### src/rtl/bcg_pkg.sv
package bcg_pkg;
    localparam int          SEL_W    = 4;
    localparam int          MAX_EXP  = 10;
    localparam logic [3:0]  CODE_EXT = 4'd11;

    typedef enum logic {
        ST_OFF = 1'b0,
        ST_RUN = 1'b1
    } run_state_t;

    function automatic logic code_ok(input logic [SEL_W-1:0] c, input bit ext_en);
        return (int'(c) <= MAX_EXP) || (ext_en && (c == CODE_EXT));
    endfunction
endpackage

### src/rtl/bcg_regs.sv
module bcg_regs
    import bcg_pkg::*;
#(
    parameter int         DIV_W   = 8,
    parameter bit         EXT_EN  = 1'b1,
    parameter logic [7:0] DIV_RST = 8'hFF
) (
    input  logic                 clk,
    input  logic                 rst_n,
    input  logic                 wr,
    input  logic                 addr,
    input  logic [7:0]           wdata,
    input  logic                 uart_en,
    output logic [7:0]           rdata,
    output logic [SEL_W-1:0]     sel_code,
    output logic [DIV_W-1:0]     div_val,
    output logic                 sel_err
);
    logic [SEL_W-1:0] sel_q;
    logic [DIV_W-1:0] div_q;
    logic             err_q;
    logic [SEL_W-1:0] wcode;

    assign wcode = wdata[SEL_W-1:0];

    always_ff @(posedge clk or negedge rst_n) begin
        if (!rst_n) begin
            sel_q <= '0;
            err_q <= 1'b0;
        end else if (wr && !addr && !uart_en) begin
            if (code_ok(wcode, EXT_EN)) begin
                sel_q <= wcode;
            end else begin
                err_q <= 1'b1;
            end
        end
    end

    always_ff @(posedge clk or negedge rst_n) begin
        if (!rst_n) begin
            div_q <= DIV_RST[DIV_W-1:0];
        end else if (wr && addr) begin
            div_q <= wdata[DIV_W-1:0];
        end
    end

    always_comb begin
        rdata = '0;
        if (addr) begin
            rdata[DIV_W-1:0] = div_q;
        end else begin
            rdata[SEL_W-1:0] = sel_q;
        end
    end

    assign sel_code = sel_q;
    assign div_val  = div_q;
    assign sel_err  = err_q;

    AST_SEL_FROZEN: assert property (@(posedge clk) disable iff (!rst_n)
        uart_en |=> $stable(sel_q));
    AST_SEL_LEGAL: assert property (@(posedge clk) disable iff (!rst_n)
        code_ok(sel_q, EXT_EN));
    AST_ERR_STICKY: assert property (@(posedge clk) disable iff (!rst_n)
        err_q |=> err_q);
endmodule

### src/rtl/bcg_ctrl.sv
module bcg_ctrl
    import bcg_pkg::*;
(
    input  logic clk,
    input  logic rst_n,
    input  logic uart_en,
    output logic active
);
    run_state_t state_q, state_d;

    always_ff @(posedge clk or negedge rst_n) begin
        if (!rst_n) begin
            state_q <= ST_OFF;
        end else begin
            state_q <= state_d;
        end
    end

    always_comb begin
        state_d = state_q;
        unique case (state_q)
            ST_OFF: if (uart_en)  state_d = ST_RUN;
            ST_RUN: if (!uart_en) state_d = ST_OFF;
        endcase
    end

    always_comb begin
        active = 1'b0;
        unique case (state_q)
            ST_OFF: active = 1'b0;
            ST_RUN: active = uart_en;
        endcase
    end
endmodule

### src/rtl/bcg_prescaler.sv
module bcg_prescaler
    import bcg_pkg::*;
#(
    parameter bit EXT_EN = 1'b1
) (
    input  logic             clk,
    input  logic             rst_n,
    input  logic             active,
    input  logic [SEL_W-1:0] sel_code,
    input  logic             ext_clk,
    output logic             base_tick
);
    logic [MAX_EXP-1:0] cnt_q;
    logic [MAX_EXP-1:0] mask;
    logic               ext_rise;
    logic               use_ext;

    always_ff @(posedge clk or negedge rst_n) begin
        if (!rst_n) begin
            cnt_q <= '0;
        end else if (!active) begin
            cnt_q <= '0;
        end else begin
            cnt_q <= cnt_q + 1'b1;
        end
    end

    always_comb begin
        for (int i = 0; i < MAX_EXP; i++) begin
            mask[i] = (i < int'(sel_code));
        end
    end

    generate
        if (EXT_EN) begin : g_ext
            logic [2:0] sync_q;
            always_ff @(posedge clk or negedge rst_n) begin
                if (!rst_n) begin
                    sync_q <= '0;
                end else begin
                    sync_q <= {sync_q[1:0], ext_clk};
                end
            end
            assign ext_rise = sync_q[1] & ~sync_q[2];
        end else begin : g_noext
            logic unused_ext;
            assign unused_ext = ext_clk;
            assign ext_rise   = 1'b0;
        end
    endgenerate

    assign use_ext   = EXT_EN && (sel_code == CODE_EXT);
    assign base_tick = active && (use_ext ? ext_rise : ((cnt_q & mask) == mask));

    AST_PRE_CLEAR_OFF: assert property (@(posedge clk) disable iff (!rst_n)
        !active |=> (cnt_q == '0));
    AST_EXT_ONE_CYCLE: assert property (@(posedge clk) disable iff (!rst_n)
        (use_ext && base_tick) |=> !base_tick);
endmodule

### src/rtl/bcg_divider.sv
module bcg_divider #(
    parameter int DIV_W   = 8,
    parameter int MIN_DIV = 4
) (
    input  logic             clk,
    input  logic             rst_n,
    input  logic             active,
    input  logic             base_tick,
    input  logic [DIV_W-1:0] div_val,
    output logic             baud_tick
);
    localparam logic [DIV_W-1:0] MIN_V = DIV_W'(MIN_DIV);

    logic [DIV_W-1:0] dcnt_q;
    logic [DIV_W-1:0] eff;
    logic             last;

    assign eff  = (div_val < MIN_V) ? MIN_V : div_val;
    assign last = (dcnt_q >= eff - 1'b1);

    always_ff @(posedge clk or negedge rst_n) begin
        if (!rst_n) begin
            dcnt_q <= '0;
        end else if (!active) begin
            dcnt_q <= '0;
        end else if (base_tick) begin
            dcnt_q <= last ? '0 : dcnt_q + 1'b1;
        end
    end

    assign baud_tick = base_tick && last;

    AST_DIV_CLEAR_OFF: assert property (@(posedge clk) disable iff (!rst_n)
        !active |=> (dcnt_q == '0));
endmodule

### src/rtl/baud_clkgen.sv
module baud_clkgen
    import bcg_pkg::*;
#(
    parameter int DIV_W   = 8,
    parameter int MIN_DIV = 4,
    parameter bit EXT_EN  = 1'b1
) (
    input  logic       clk,
    input  logic       rst_n,
    input  logic       reg_wr,
    input  logic       reg_addr,
    input  logic [7:0] reg_wdata,
    output logic [7:0] reg_rdata,
    input  logic       uart_en,
    input  logic       ext_clk,
    output logic       sel_err,
    output logic       base_tick,
    output logic       baud_tick
);
    logic [SEL_W-1:0] sel_code;
    logic [DIV_W-1:0] div_val;
    logic             active;

    bcg_regs #(.DIV_W(DIV_W), .EXT_EN(EXT_EN), .DIV_RST(8'hFF)) u_regs (
        .clk(clk), .rst_n(rst_n), .wr(reg_wr), .addr(reg_addr), .wdata(reg_wdata),
        .uart_en(uart_en), .rdata(reg_rdata), .sel_code(sel_code),
        .div_val(div_val), .sel_err(sel_err)
    );

    bcg_ctrl u_ctrl (
        .clk(clk), .rst_n(rst_n), .uart_en(uart_en), .active(active)
    );

    bcg_prescaler #(.EXT_EN(EXT_EN)) u_pre (
        .clk(clk), .rst_n(rst_n), .active(active), .sel_code(sel_code),
        .ext_clk(ext_clk), .base_tick(base_tick)
    );

    bcg_divider #(.DIV_W(DIV_W), .MIN_DIV(MIN_DIV)) u_div (
        .clk(clk), .rst_n(rst_n), .active(active), .base_tick(base_tick),
        .div_val(div_val), .baud_tick(baud_tick)
    );

    AST_NO_TICK_OFF: assert property (@(posedge clk) disable iff (!rst_n)
        !uart_en |-> (!base_tick && !baud_tick));
    AST_BAUD_ON_BASE: assert property (@(posedge clk) disable iff (!rst_n)
        baud_tick |-> base_tick);
endmodule

### config.mk
export PLATFORM = sky130hd
export DESIGN_NAME = baud_clkgen
export DESIGN_NICKNAME = d
export VERILOG_FILES = /design/src/rtl/bcg_pkg.sv /design/src/rtl/bcg_regs.sv /design/src/rtl/bcg_ctrl.sv /design/src/rtl/bcg_prescaler.sv /design/src/rtl/bcg_divider.sv /design/src/rtl/baud_clkgen.sv
export SDC_FILE = /design/constraint.sdc
export NUM_CORES = 1
export LEC_CHECK = 0
export ABC_AREA = 1
export ABC_CLOCK_PERIOD_IN_PS = 5700
export BUFFER_PORTS_ARGS = -buffer_cell sky130_fd_sc_hd__clkbuf_2
export CORE_ASPECT_RATIO = 1.2
export CORE_MARGIN = 8
export CORE_UTILIZATION = 30
export DETAILED_ROUTE_END_ITERATION = 16
export MAX_ROUTING_LAYER = met4
export PLACE_DENSITY = 0.5
export SYNTH_ARGS = -nofsm -noshare
export SYNTH_HDL_FRONTEND = slang
export SYNTH_HIERARCHICAL = 1
export SYNTH_SLANG_ARGS = --single-unit
export TNS_END_PERCENT = 1
### constraint.sdc
create_clock -name clk -period 5.7 [get_ports clk]
set_input_delay 0.855 -clock clk [delete_from_list [all_inputs] [get_ports clk]]
set_output_delay 0.855 -clock clk [all_outputs]
set_load 0.01 [all_outputs]
## Yosys cells after proc, flatten, opt, wreduce, memory -nomap -nowiden

Cells that the tools add are included.

- $lt $le $gt $ge: 13
- Multiplexer cells: 10
- $add $sub $neg: 3
- Reduce and logical (&&, ||, !) cells: 10
- Eq/ne operators: 4
- Bitwise gates (word level): 5

Operators with widths:

| operator | count |
|---|---|
| 8-bit two-way mux | 4 |
| 3-bit by 4-bit < comparator with 1-bit output, first input constant | 4 |
| 10-bit by 1-bit adder with 10-bit output, second input constant | 1 |
| 10-bit bitwise AND | 1 |
| 10-bit equality test | 1 |
| 10-bit two-way mux | 1 |
| 8-bit by 1-bit adder with 8-bit output, second input constant | 1 |
| 4-bit equality test, second input constant | 2 |
| 8-bit greater-or-equal comparator | 1 |
| 1-bit by 4-bit < comparator with 1-bit output, first input constant | 2 |
| 2-bit by 4-bit < comparator with 1-bit output, first input constant | 2 |
| 4-bit < comparator, first input constant | 2 |
| 8-bit by 3-bit < comparator with 1-bit output, second input constant | 1 |
| 4-bit two-way mux | 2 |
| 8-bit by 1-bit subtractor with 8-bit output, second input constant | 1 |
| 1-bit logical AND | 5 |
| 4-bit less-or-equal comparator, second input constant | 1 |
| 2-bit AND reduction | 2 |
| 1-bit inverter | 3 |
| 1-bit logical NOT | 2 |
| 1-bit two-way mux | 2 |
| 2-bit != test, second input constant | 1 |
| 1-bit one-hot mux with 2 select lines | 1 |
| 1-bit bitwise AND | 1 |
| 1-bit logical OR | 1 |

- Register bits: 35
- Output and inout port bits: 11
- Logic and storage cells: 52
- Input port bits: 14

## Logic depth before layout (Yosys ltp)

Gate-level depths: netlist (run 1).

- Depth in word-level cells: 7
- Depth in mapped cells: 14
- Mapped depth without buffers: 14

## Cells and area by module

Netlist (run 1), hierarchy kept.

By module, submodules not included:

| module | times used | sequential area each (µm²) | cells each | area each (µm²) |
|---|---|---|---|---|
| bcg_divider | 1 | 200.2 | 105 | 795.8 |
| bcg_prescaler | 1 | 325.3 | 97 | 723.2 |
| bcg_regs | 1 | 335.3 | 72 | 663.1 |
| bcg_ctrl | 1 | 25.0 | 3 | 32.5 |

## Least setup slack after synthesis (run 1)

Ideal clock, no wire load.

- Path type: reg2out
- Start: register u_regs.div_q[3], in the netlist u_regs/div_val[3]
- End: output baud_tick
- Path buffers: 0
- Stages on the path, launching flop included: 12
- Required time: 4,845 ps
- Path slack: 2,821 ps
- Arrival: 2,024 ps
- Cells stage by stage: dfstp_2 inv_1 nand4_4 nand2_1 ha_1 inv_1 nor2_1 xnor2_1 ha_1 nand2_1 o21a_1 a21oi_1

- Cells in the longest elaborated chain, start to end: 5

RTL lines:

| item | RTL line | source |
|---|---|---|
| start: declaration | bcg_regs.sv:20 | `logic [DIV_W-1:0] div_q;` |
| start signal: assignment | bcg_regs.sv:41 | `div_q <= DIV_RST[DIV_W-1:0];` |
| start signal: assignment | bcg_regs.sv:43 | `div_q <= wdata[DIV_W-1:0];` |
| 8-bit by 3-bit < comparator with 1-bit output | bcg_divider.sv:18 | `assign eff = (div_val < MIN_V) ? MIN_V : div_val;` |
| 8-bit two-way mux (*) | bcg_divider.sv:18 |  |
| 8-bit by 1-bit subtractor with 8-bit output (*) | bcg_divider.sv:19 | `assign last = (dcnt_q >= eff - 1'b1);` |
| 8-bit greater-or-equal comparator (*) | bcg_divider.sv:19 |  |
| 1-bit logical AND (*) | bcg_divider.sv:31 | `assign baud_tick = base_tick && last;` |
| end: declaration | baud_clkgen.sv:18 | `output logic baud_tick` |

Mark *: on every way between the ends. The rest lies on a longest branch, timed or not.

## Worst setup path after layout (run 1)

Same ends and word-level chain as after synthesis.

==> run summary, run 1 <==
In this run the worst path has a maximum fanout of 6. The total global routing overflow is 0. The global routing usage summed across all routing layers is 0.103. The count of nets left with antenna violations once routing finished came out at 0. The TritonCTS buffer count came out at 5.

The achievable frequency came out at 0.294 GHz. At the later pin of the worst-skew pair, clock insertion delay measures 0.29 ns. Buffers added to address setup during post-CTS repair amount to 0. Counting the fill cells in the layout gives 775.

The number of antenna diodes in the final layout is 0. The row count came out at 34. The first-pass GRT wire length is 8240 um. Dividing the final minimum period by the clock period gives 0.596. The switching component of the power is 0.207 mW.

For this configuration, the core starts out at a cell density of 0.308. Of the total power, combinational logic draws 0.205. The floorplan step set the die width to 94.4 um. After detailed routing, the number of remaining DRC violations is 0.

Counting flops and latches in the post-synthesis netlist gives 35. The fraction of synthesized cell area taken by the top area cell type came out at 0.305. The share of final-layout standard cells stronger than drive strength 1 came out at 0.227. The largest stage delay on the critical path is around 0.57 ns.

For this design, the CTS-stage hold fixing added 0 buffers. The static leakage came out at around 1.3 nW. In the post-synthesis netlist, the cell with the most instances is nand2_1. The average routed wire per standard cell came out at 11.6 um. The switching share of power is 0.291. The initial detailed-routing violation count came out at 43.

The placed cell count is 386. The relative area change from synthesis to final layout is 14.5%. The complex-gate fraction of the synthesized area came to 0.0864. The worst setup path is captured at an output pin.

The required time at the worst-slack endpoint is 4.85 ns. The family of cells with the greatest summed delay on the critical path is flip-flops. The estimated wirelength of the detail-placed design is between 3000 and 4000 um. During placement, the flow inserted port buffers numbering 24. The final wirelength is about 4600 um. Counting instances in the post-synthesis netlist gives the leading cell types as 73 x nand2_1, 34 x inv_1, 27 x dfrtp_1, 20 x nor2_1, 16 x a21oi_1. dfrtp_1 takes more of the synthesized area than any other cell.

The number of sinks handled by clock tree synthesis came out at 35. The final number of hold-violating endpoints is 0. At the end of routability-driven placement, the weighted congestion stood at 0.782. The non-filler instance count after layout is 394. The first-pass detailed-route iteration total came out at 4. The final setup violation count came out at 0. The final layout contains about 330 nets. The routed via count is about 1800. The fraction of the mapped netlist area in simple logic gates is 0.299.

25 I/O pins were placed. The number of synthesized flops with an enable pin came out at 0. The final total negative setup slack came out at 0 ns.

The power density normalized to cell area is 280 mW/mm^2. TritonCTS built the clock tree. The clock group share of total power came out at 0.379. The slowest stage of the critical path is the dfstp_2 cell. The via count of the first global-routing pass is around 1800. Clock skew on the completed layout was measured at 0.00628 ns. The core area came out at between 0.007 and 0.008 sq mm. By area, the combinational part of the netlist is dominated by simple AND/OR/NAND/NOR gates. The actual transition at the worst max-transition pin is about 0.87 ns. In the post-synthesis netlist, the biggest area contributors are dfrtp_1 31%, nand2_1 12%, dfstp_2 9.5%, ha_1 6.2%, inv_1 5.8%. The count of H-tree levels built during CTS is 2. The largest net degree at the start of global routing came out at 36. The longest clock path from root to sink contains 2 buffers. Synthesis produced a netlist with a net count of 302. During synthesis, Yosys emitted a total of 6 warnings. The arithmetic-cell share of the synthesized area counting full adders, half adders and majority gates is 0.0621. The sequential fraction of the synthesis area came out at 0.400. The buffers plus inverters on the worst setup path is 3. The tool flagged a number of max-cap violations equal to 0. The async set-or-reset flop fraction in the synthesized netlist came out at 1.00. The number of antenna violations at the first check in global routing came out at 0. The root cell of the clock tree is clkbuf_8. The maximum vdd ir drop is ~0.15 mV.

The die span in y is 110 um. A synthesized cell averages between 7 and 8 sq um. The number of gates resized after cts came out at 0. The sequential group share of total power is 0.415. The worst pin sits at a relative slew slack of 0.419. The final critical path time including I/O delays and setup came out at 3.40 ns. Using the TritonRoute via totals, the vias-per-cell ratio works out to 4.46. The final-report max-slew violation count is 0.

The classification of the worst setup path is reg -> out. The flow ran to the end, and the final reports show no timing, DRC or antenna violations. In the synthesized netlist the dominant register cell turns out to be dfrtp_1.

The worst setup path is launched from a flip-flop. After synthesis the cells add up to 0.00221 sq mm. The total internal power is 0.503 mW. The area share of xor/xnor cells in the synthesized design came out at 0.0395. The data arrival time at the worst-slack endpoint is 2.54 ns.

The portion of synthesized area spent on multiplexers is 0.0203. The synthesized netlist cell count came out at 277. The tightest min-delay check is of the reg -> reg type. Clock-pin slew was measured on the worst setup and hold paths at 0.08 ns. The signal on the critical path passes through inv_1 > nand4_4 > nand2_1 > ha_1 > inv_1 > nor2_1 > xnor2_1 > ha_1 > nand2_1 > o21a_1 > a21oi_1 > clkbuf_2. The count of distinct cell types in the synthesized netlist came out at 33. Setup repair after global routing left no endpoint under its margin. The die outline area is 0.0104 sq mm.
==> cell families (layout without fill, tap and decap cells) <==
logic type / after synthesis / in the layout
flip-flops: 35 / 35
AND/OR/NAND/NOR: 137 / 137
XOR/XNOR: 10 / 10
buffers and inverters: 45 / 72
AO/OA/AOI/OAI: 35 / 35
multiplexers: 4 / 4
adder cells (fa/ha/maj): 11 / 11
==> worst register-to-register path, stage by stage, from the launching register on <==
cell     delay [ns]
dfstp_2        0.57
inv_1          0.11
nand4_4        0.15
nand2_1        0.09
ha_1           0.22
xor2_1         0.16
inv_1          0.06
ha_1           0.26
nand2_1        0.06
inv_1          0.03
nand2_1        0.05
nand2_1        0.05
nand2_1        0.10
nand3_2        0.14
a21oi_1        0.19
==> state kept, by name (all words and copies together), names as in the netlist <==
name / flops
u_regs/sel_err: 1
u_div/dcnt_q: 8
u_pre/g_ext.sync_q: 3
u_pre/cnt_q: 10
u_regs/sel_code: 4
u_regs/div_val: 8
u_ctrl/state_q: 1
==> layout make-up <==
class / instances / area, sq um / share of cell area
Inverter: 40 / 156 / 0.0617
Sequential cell: 35 / 886 / 0.349
Multi-Input combinational cell: 197 / 1120 / 0.443
Timing Repair Buffer: 24 / 120 / 0.0474
Clock buffer: 5 / 68.8 / 0.0271
Tap cell: 90 / 113 / 0.0444
Clock inverter: 3 / 67.6 / 0.0267
==> power groups by stage <==
stage	clock network, mW	logic (mW)	registers (mW)
2_1_floorplan	0	0.113	0.293
3_3_place_gp	0	0.148	0.300
3_5_place_dp	0	0.148	0.300
4_1_cts	0.281	0.149	0.295
5_1_grt	0.290	0.171	0.299
6_report	0.269	0.146	0.295
==> metal layers <==
metal / GRT usage / part of all wire
met5: - / 0
met4: 0.0443 / 0.018
met3: 0.0257 / 0.026
met2: 0.165 / 0.48
met1: 0.119 / 0.48
==> worst paths after layout <==
path / start / endpoint / slack (ns) / cells after the start
worst max-delay path: u_regs/div_val[3] / baud_tick / 2.30 / 12
worst min-delay path: u_pre/g_ext.sync_q[0] / u_pre/g_ext.sync_q[1] / 0.36 / 0
worst max register to register: u_regs/div_val[3] / u_div/dcnt_q[6] / 3.37 / 14
worst min register to register: u_pre/g_ext.sync_q[0] / u_pre/g_ext.sync_q[1] / 0.36 / 0
max in group asynchronous: rst_n / u_pre/cnt_q[1] / 4.48 / 1
min in group asynchronous: rst_n / u_regs/sel_err / 0.67 / 1
==> stage by stage <==
| stage | hold slack, ns | utilization | power [mW] | worst slack [ns] | instance area [sq um] |
|---|---|---|---|---|---|
| floorplan | 0.331 | - | 0.406 | 2.82 | 2210 |
| global route | 0.375 | 0.353 | 0.760 | 2.07 | 2530 |
| detailed placement | 0.341 | 0.334 | 0.448 | 2.58 | 2400 |
| finish | 0.357 | 0.353 | 0.710 | 2.30 | 2530 |
| CTS | 0.360 | 0.353 | 0.724 | 2.25 | 2530 |
| global placement | 0.344 | 0.334 | 0.448 | 2.62 | 2400 |
==> cell usage in the layout (no fill, tap or decap), types with 7 or more instances in the layout <==
master / Yosys / final
nand2_1: 73 / 73
clkbuf_2: 0 / 24
ha_1: 11 / 11
nor2_1: 20 / 20
o21ai_0: 7 / 7
dfrtp_1: 27 / 27
a21oi_1: 16 / 16
dfstp_2: 8 / 8
nand4_1: 9 / 9
nand3_1: 15 / 15
inv_1: 34 / 34
xor2_1: 8 / 8
Note: power is estimated with default switching activity, not from simulation.
==> run 2, diff against run 1 <==
--- a/config.mk
+++ b/config.mk
@@ -6,14 +6,14 @@
 export NUM_CORES = 1
 export LEC_CHECK = 0
 export ABC_AREA = 1
-export ABC_CLOCK_PERIOD_IN_PS = 5700
+export ABC_CLOCK_PERIOD_IN_PS = 2900
 export BUFFER_PORTS_ARGS = -buffer_cell sky130_fd_sc_hd__clkbuf_2
 export CORE_ASPECT_RATIO = 1.2
 export CORE_MARGIN = 8
 export CORE_UTILIZATION = 30
 export DETAILED_ROUTE_END_ITERATION = 16
 export MAX_ROUTING_LAYER = met4
-export PLACE_DENSITY = 0.5
+export PLACE_DENSITY = 0.52
 export SYNTH_ARGS = -nofsm -noshare
 export SYNTH_HDL_FRONTEND = slang
 export SYNTH_HIERARCHICAL = 1
==> constraint.sdc (replaced) <==
create_clock -name clk -period 2.9 [get_ports clk]
set_input_delay 0.435 -clock clk [delete_from_list [all_inputs] [get_ports clk]]
set_output_delay 0.435 -clock clk [all_outputs]
set_load 0.01 [all_outputs]
==> run 2 against run 1 <==
Against the previous run: setup slack worse by 2.2 ns; cell count up 2.3%; wire length increased by 1.0%; die area unchanged; non-clock buffer count increased by 9; via count increased by 3.1%; combinational power increased by 130%; sequential power is 95% higher; global-route usage decreased by 0.12 points; largest cell class unchanged.
==> run summary, run 2 (synthesis gave the netlist of run 1 again) <==
The relative area change from synthesis to final layout is 20.5%. Wires add up to 4630 um. The met2 usage in global routing came out at 0.189. The achievable frequency came out at 0.354 GHz. STA classifies the critical path startpoint as a flip-flop. The average routed wire per standard cell is 11.5 um. The met3 global-route usage is 0.0210. The register with the most flip-flops in the layout has 10 of them. The maximum fanout encountered on the critical timing path came out at 6.

The final number of hold-violating endpoints was 0. The CTS tree is built. The number of antenna violations at the first check in global routing came to 0. The power density normalized to cell area is about 540 mW/mm^2. The number of sinks handled by clock tree synthesis is 35. The via count of the first global-routing pass is 1851.

The share of final-layout standard cells stronger than drive strength 1 is 0.281. In the global route stage, met1 resource usage came out at 0.103. The tree is rooted in a clkbuf_8. The global routing usage summed across all routing layers is 0.101. The kind of end point of the critical path is an output pin.

The setup slack on the worst flop-to-flop path is 0.59 ns. The worst reg-to-reg path cell count came out at 12. The count of H-tree levels built during CTS is 2. Counting the buffers created by CTS gives 5. The non-filler instance count after layout is 403. The final critical path time including I/O delays and setup came out at around 2.8 ns. In this run the critical register-to-register path is launched from u_regs/div_val[7].

In this run the core area contains 34 standard-cell rows. In the routed layout, each cell is associated on average with a via count of 4.50. The top-level I/O count came out at 25. The number of maximum-capacitance constraint violations is 0. The global routing stage identified its most utilized layer as met2. The final-report max-slew violation count came out at 0. The maximum vdd ir drop is 0.299 mV. The final layout contains 337 nets. The share of total power dissipated in the clock network is 0.365. The first-pass GRT wire length is 8270 um.

The worst hold slack came out at 0.248 ns. The core area came out at between 0.007 and 0.008 sq mm. Data on the critical path is required at its endpoint by 2.47 ns. Setup repair after global routing could not meet its margin everywhere. The routability-driven placement congestion ratio came out at 0.775. The post-place setup slack is approximately 0.19 ns.

The die span in y is ~110 um. The endpoint of the worst-slack reg-to-reg timing path is u_div/dcnt_q[7]. The number of port buffers is 24.

The first-pass detailed-route iteration total came out at 4. Entering global routing, the biggest net connects 36 pins. The critical path in this run is classified as reg -> out. The total global routing overflow came out at 0. Of the total power, registers draw 0.401. The share of the cycle needed by the critical path after routing came out at 0.974. The smallest setup slack after layout came out at 0.0746 ns. The latest clock arrival within the worst-skew pair is 0.28 ns.

The number of fill cells in the layout came out at 751. The wire-length estimate of the detail-placed layout is 3490 um. The kind of path behind the tightest hold check is in -> async. The overall power consumption is 1.43 mW. Including well taps, the total number of placed cells is 387.

The static leakage came out at 1.30 nW. The DRC violation count after routing is 0. In the layout the commonest cells are 67 x nand2_1, 34 x inv_1, 27 x dfrtp_1, 23 x clkbuf_2, 19 x nor2_1. The routed via count is 1813. The switching component of the power came out at 0.417 mW.

Internal power comes to 1.02 mW. The antenna diode instance count came out at 0. The area of placed instances came out at 0.00241 sq mm.

The count of nets left with antenna violations once routing finished came out at 0. The width of the die came out at 94.4 um. The data arrival time at the worst-slack endpoint is approximately 2.4 ns. The flow ran to the end, and the final reports show no timing, DRC or antenna violations.

After routing the design area is between 0.002 and 0.003 sq mm. After clock tree synthesis, the clock-pin slew on the worst setup and hold paths is 0.07 ns. For this configuration, the core starts out at a cell density of 0.308. The final setup violation count came out at 0. The maximum clock path buffer count is 2. More flip-flops sit in one register than any other, and that register is u_pre/cnt_q. The die outline area is 0.0104 sq mm. The switching share of power came out at 0.291. The worst-case headroom to the max-slew limit came out at 0.437.

The actual transition at the worst max-transition pin came out at 0.845 ns. The proportion of power drawn by combinational gates came out at 0.234. For the final database, setup skew stands at 0.00305 ns. The initial detailed-routing violation count came out at 46. The library cell used most frequently in the layout, excluding fill and tap cells, is nand2_1.
run 2: area by class of cell:
| cell class | instances | area (sq um) | share of cell area |
|---|---|---|---|
| Multi-Input combinational cell | 197 | 1180 | 0.444 |
| Timing Repair Buffer | 33 | 191 | 0.0718 |
| Inverter | 40 | 156 | 0.0586 |
| Clock inverter | 3 | 67.6 | 0.0253 |
| Sequential cell | 35 | 886 | 0.332 |
| Tap cell | 90 | 113 | 0.0422 |
| Clock buffer | 5 | 68.8 | 0.0258 |
run 2: how the worst max path moves through the flow:
stage | start | end | slack [ns] | cells after the start
3_3_place_gp | u_regs/div_val[3] | baud_tick | 0.22 | 12
6_report | u_regs/div_val[7] | baud_tick | 0.07 | 11
5_1_grt | u_regs/div_val[7] | baud_tick | -0.08 | 12
3_5_place_dp | u_regs/div_val[3] | baud_tick | 0.19 | 12
4_1_cts | u_regs/div_val[6] | baud_tick | 0.005 | 12
2_1_floorplan | u_regs/div_val[3] | baud_tick | 0.44 | 11
run 2: worst max-delay path, stage by stage (launching register included):
cell	delay, ns
dfstp_2	0.59
nor2_4	0.06
nand4_4	0.14
buf_6	0.11
nand4_1	0.09
o21bai_1	0.16
nand2_1	0.12
ha_4	0.28
a21oi_1	0.06
o21a_1	0.20
a21oi_2	0.15
buf_2	0.15
run 2: power by group through the flow:
stage                     Sequential [mW]  Clock (mW)  Combinational (mW)
after floorplan                     0.576           0               0.222
after global placement              0.590           0               0.291
final                               0.575       0.523               0.335
after global routing                0.581       0.561               0.392
after CTS                           0.574       0.543               0.307
after detailed placement            0.589           0               0.291
run 2: per-stage QoR:
step / TNS, ns / utilization
finish: 0 / 0.371
global route: -0.0828 / 0.371
CTS: 0 / 0.358
detailed placement: 0 / 0.335
global placement: 0 / 0.335
floorplan: 0 / -
run 2: per-layer routing:
layer,wire length (um),share of wire
met4,62,0.013
met1,1980,0.43
met2,2490,0.54
met3,99,0.021
met5,0,0
run 2: what timing repair did:
item / CTS / global route
pin swaps: 0 / 11
hold buffers: 0 / 0
endpoints found under the setup margin: 1 / 1
setup buffers: 3 / 5
resized for setup: 2 / 14
==> run 3, diff against run 2 <==
--- a/config.mk
+++ b/config.mk
@@ -7,7 +7,7 @@
 export LEC_CHECK = 0
 export ABC_AREA = 1
 export ABC_CLOCK_PERIOD_IN_PS = 2900
-export BUFFER_PORTS_ARGS = -buffer_cell sky130_fd_sc_hd__clkbuf_2
+export BUFFER_PORTS_ARGS = -buffer_cell sky130_fd_sc_hd__buf_2
 export CORE_ASPECT_RATIO = 1.2
 export CORE_MARGIN = 8
 export CORE_UTILIZATION = 30
==> run 3 against run 2 <==
Against the previous run: highest routed layer unchanged; final area shrank 1.6%; global-route usage grew 0.37 points; die area is the same; critical path type unchanged.
==> run summary, run 3 (synthesis gave the netlist of run 1 again) <==
The run finished with clean final reports. The met1 track demand over resource in global routing is 0.111. For this run, the post-layout net count is 339. The maximum fanout encountered on the critical timing path is 5. The number of flip-flops in the largest register is 10. The tree is rooted in a clkbuf_8. The number of sinks handled by clock tree synthesis is 35. The antenna diode instance count came out at 0. The die covers between 0.01 and 0.015 sq mm. The startpoint identified for the worst register-to-register timing path is u_regs/div_val[6]. The final number of hold-violating endpoints is 0. In this design, the largest share of critical-path delay is due to flip-flops. The initial detailed-routing violation count is 63. In this run, placement finished with an instance count of 387.

The met2 usage in global routing is 0.192. Headroom to the max-slew limit came out at 0.477. The number of port buffers is 24. Counting flops per register, the top entry is u_pre/cnt_q. The average routed wire per standard cell is 11.9 um. The DRC violation count after routing is 0. At the pin with the least slew margin, the transition time is 0.785 ns. Hold timing on the final database bottoms out at a slack of 0.232 ns. The setup slack on the worst flop-to-flop path came out at 0.60 ns.

The detail-routed via count per cell came out at 4.54. The count of nets left with antenna violations once routing finished came out at 0. The slowest stage of the critical path belongs to the cell dfstp_2.

The min-delay analysis places its worst path in the category in -> async. Entering global routing, the biggest net connects 36 pins. The critical path goes through nor2_4 > nand4_4 > buf_6 > nand4_1 > o21bai_1 > nand2_1 > ha_4 > a21oi_2 > o21a_1 > a21oi_2 > buf_2. The worst setup path is captured at an output pin. The estimated wirelength of the detail-placed design is 3610 um. The TritonCTS buffer count is 5. The final setup violation count is 0. The number of antenna violations at the first check in global routing came out at 0.

The placed instances occupy a cell area of 0.00241 sq mm. The CTS tree is built. CTS built an H-tree with a depth of 2. The post-place setup slack came out at 0.192 ns. The final-report max-slew violation count is 0. The share of final-layout standard cells stronger than drive strength 1 is 0.283. The buffers plus inverters on the worst setup path came out at 2. In the global route stage, overall resource usage came out at 0.105. After global routing the overflow that remains totals 0. The top-level I/O count is 25. In this run the critical register-to-register path is captured at u_div/dcnt_q[0]. The required time at the worst-slack endpoint is between 2 and 2.5 ns.

The worst reg-to-reg path cell count is 12. The clock reaches the later pin of the worst-skew pair after 0.28 ns. The design area came out at between 0.002 and 0.003 sq mm.

The static leakage is 1.29 nW. The worst setup path is launched from a flip-flop. The final wirelength came out at 4840 um. Setup slack on the critical path of the routed design comes to 0.0984 ns.

The data arrival time at the worst-slack endpoint is roughly 2.4 ns. In the layout the commonest cells are 69 x nand2_1, 34 x inv_1, 27 x dfrtp_1, 24 x buf_2, 19 x nor2_1. The floorplan step set the die width to 94.4 um.

Static timing analysis puts the maximum clock frequency at 0.357 GHz. The share of the cycle needed by the critical path after routing came out at 0.966. The initial core utilization came out at 0.308.

Across the routed clock network, the largest skew measured is 0.00633 ns. VDD sags by at most 0.302 mV. The most numerous cell on the critical path is a21oi_2. The largest single stage delay on the critical path is between 0.5 and 0.6 ns. In the final timing run, aggregate negative setup slack is 0 ns. The via count of the first global-routing pass is 1864. The row count came out at 34. For met3 alone, demand over resource in global routing was 0.0210. The relative area change from synthesis to final layout is 18.5%.

The final critical path time including I/O delays and setup is 2.80 ns. The non-filler instance count after layout came out at 405. The core area came out at 0.00719 sq mm. Measured on the finished design, the core utilization comes to 0.365. In this run the deepest clock path goes through 2 buffers. The critical path in this run is classified as reg -> out. The power density normalized to cell area came out at 478 mW/mm^2. After clock tree synthesis, the clock-pin slew on the worst setup and hold paths is 0.07 ns.

The first TritonRoute pass finished after 4 iterations. The number of maximum-capacitance constraint violations is 0. The first-pass GRT wire length came out at about 8500 um.

The congestion estimate from routability-driven global placement came to approximately 0.77. The global routing stage identified its most utilized layer as met2. The routed via count came out at 1837. The die span in y is 110 um.

The library cell used most frequently in the layout, excluding fill and tap cells, is nand2_1. The overall power consumption came out at 1.25 mW. Setup repair after global routing could not meet its margin everywhere.
[run 3: changes by cell type in the layout (fill, tap and decap cells not counted), sizes merged]
cell | previous run | this run
clkinvlp | 1 | 0
buf | 10 | 35
clkbuf | 28 | 5
bufinv | 2 | 0
clkinv | 1 | 4
[run 3: per-layer routing]
layer,vias to the layer above,share of wire
li1,962,-
met1,855,0.43
met2,16,0.54
met3,4,0.019
met4,0,0.011
met5,-,0
[run 3: area by class of cell]
| type | instances | area (sq um) |
|---|---|---|
| Fill cell | 750 | 4570 |
| Timing Repair Buffer | 35 | 206 |
| Sequential cell | 35 | 886 |
| Clock buffer | 5 | 68.8 |
| Tap cell | 90 | 113 |
| Multi-Input combinational cell | 197 | 1180 |
| Clock inverter | 3 | 15.0 |
| Inverter | 40 | 156 |
[run 3: power breakdown]
| group | switching (mW) | total, mW | internal, mW | leakage [nW] |
|---|---|---|---|---|
| clock network | 0.176 | 0.341 | 0.164 | 0.0477 |
| logic | 0.193 | 0.336 | 0.143 | 0.805 |
| registers | 0.0426 | 0.576 | 0.533 | 0.442 |
[run 3: worst max path at each step]
stage | startpoint | end | slack (ns) | depth (start not counted)
6_report | u_regs/div_val[6] | baud_tick | 0.1 | 11
5_1_grt | u_regs/div_val[6] | baud_tick | -0.08 | 12
4_1_cts | u_regs/div_val[6] | baud_tick | 0.006 | 12
3_5_place_dp | u_regs/div_val[3] | baud_tick | 0.19 | 12
3_3_place_gp | u_regs/div_val[3] | baud_tick | 0.23 | 12
2_1_floorplan | u_regs/div_val[3] | baud_tick | 0.44 | 11
[run 3: repair_timing]
| item | in CTS | in global routing |
|---|---|---|
| resized for setup | 2 | 11 |
| pin swaps | 0 | 10 |
| hold buffers | 0 | 0 |
| setup endpoints to repair | 1 | 1 |
| buffers inserted | 3 | 7 |
| cloned | 0 | 0 |
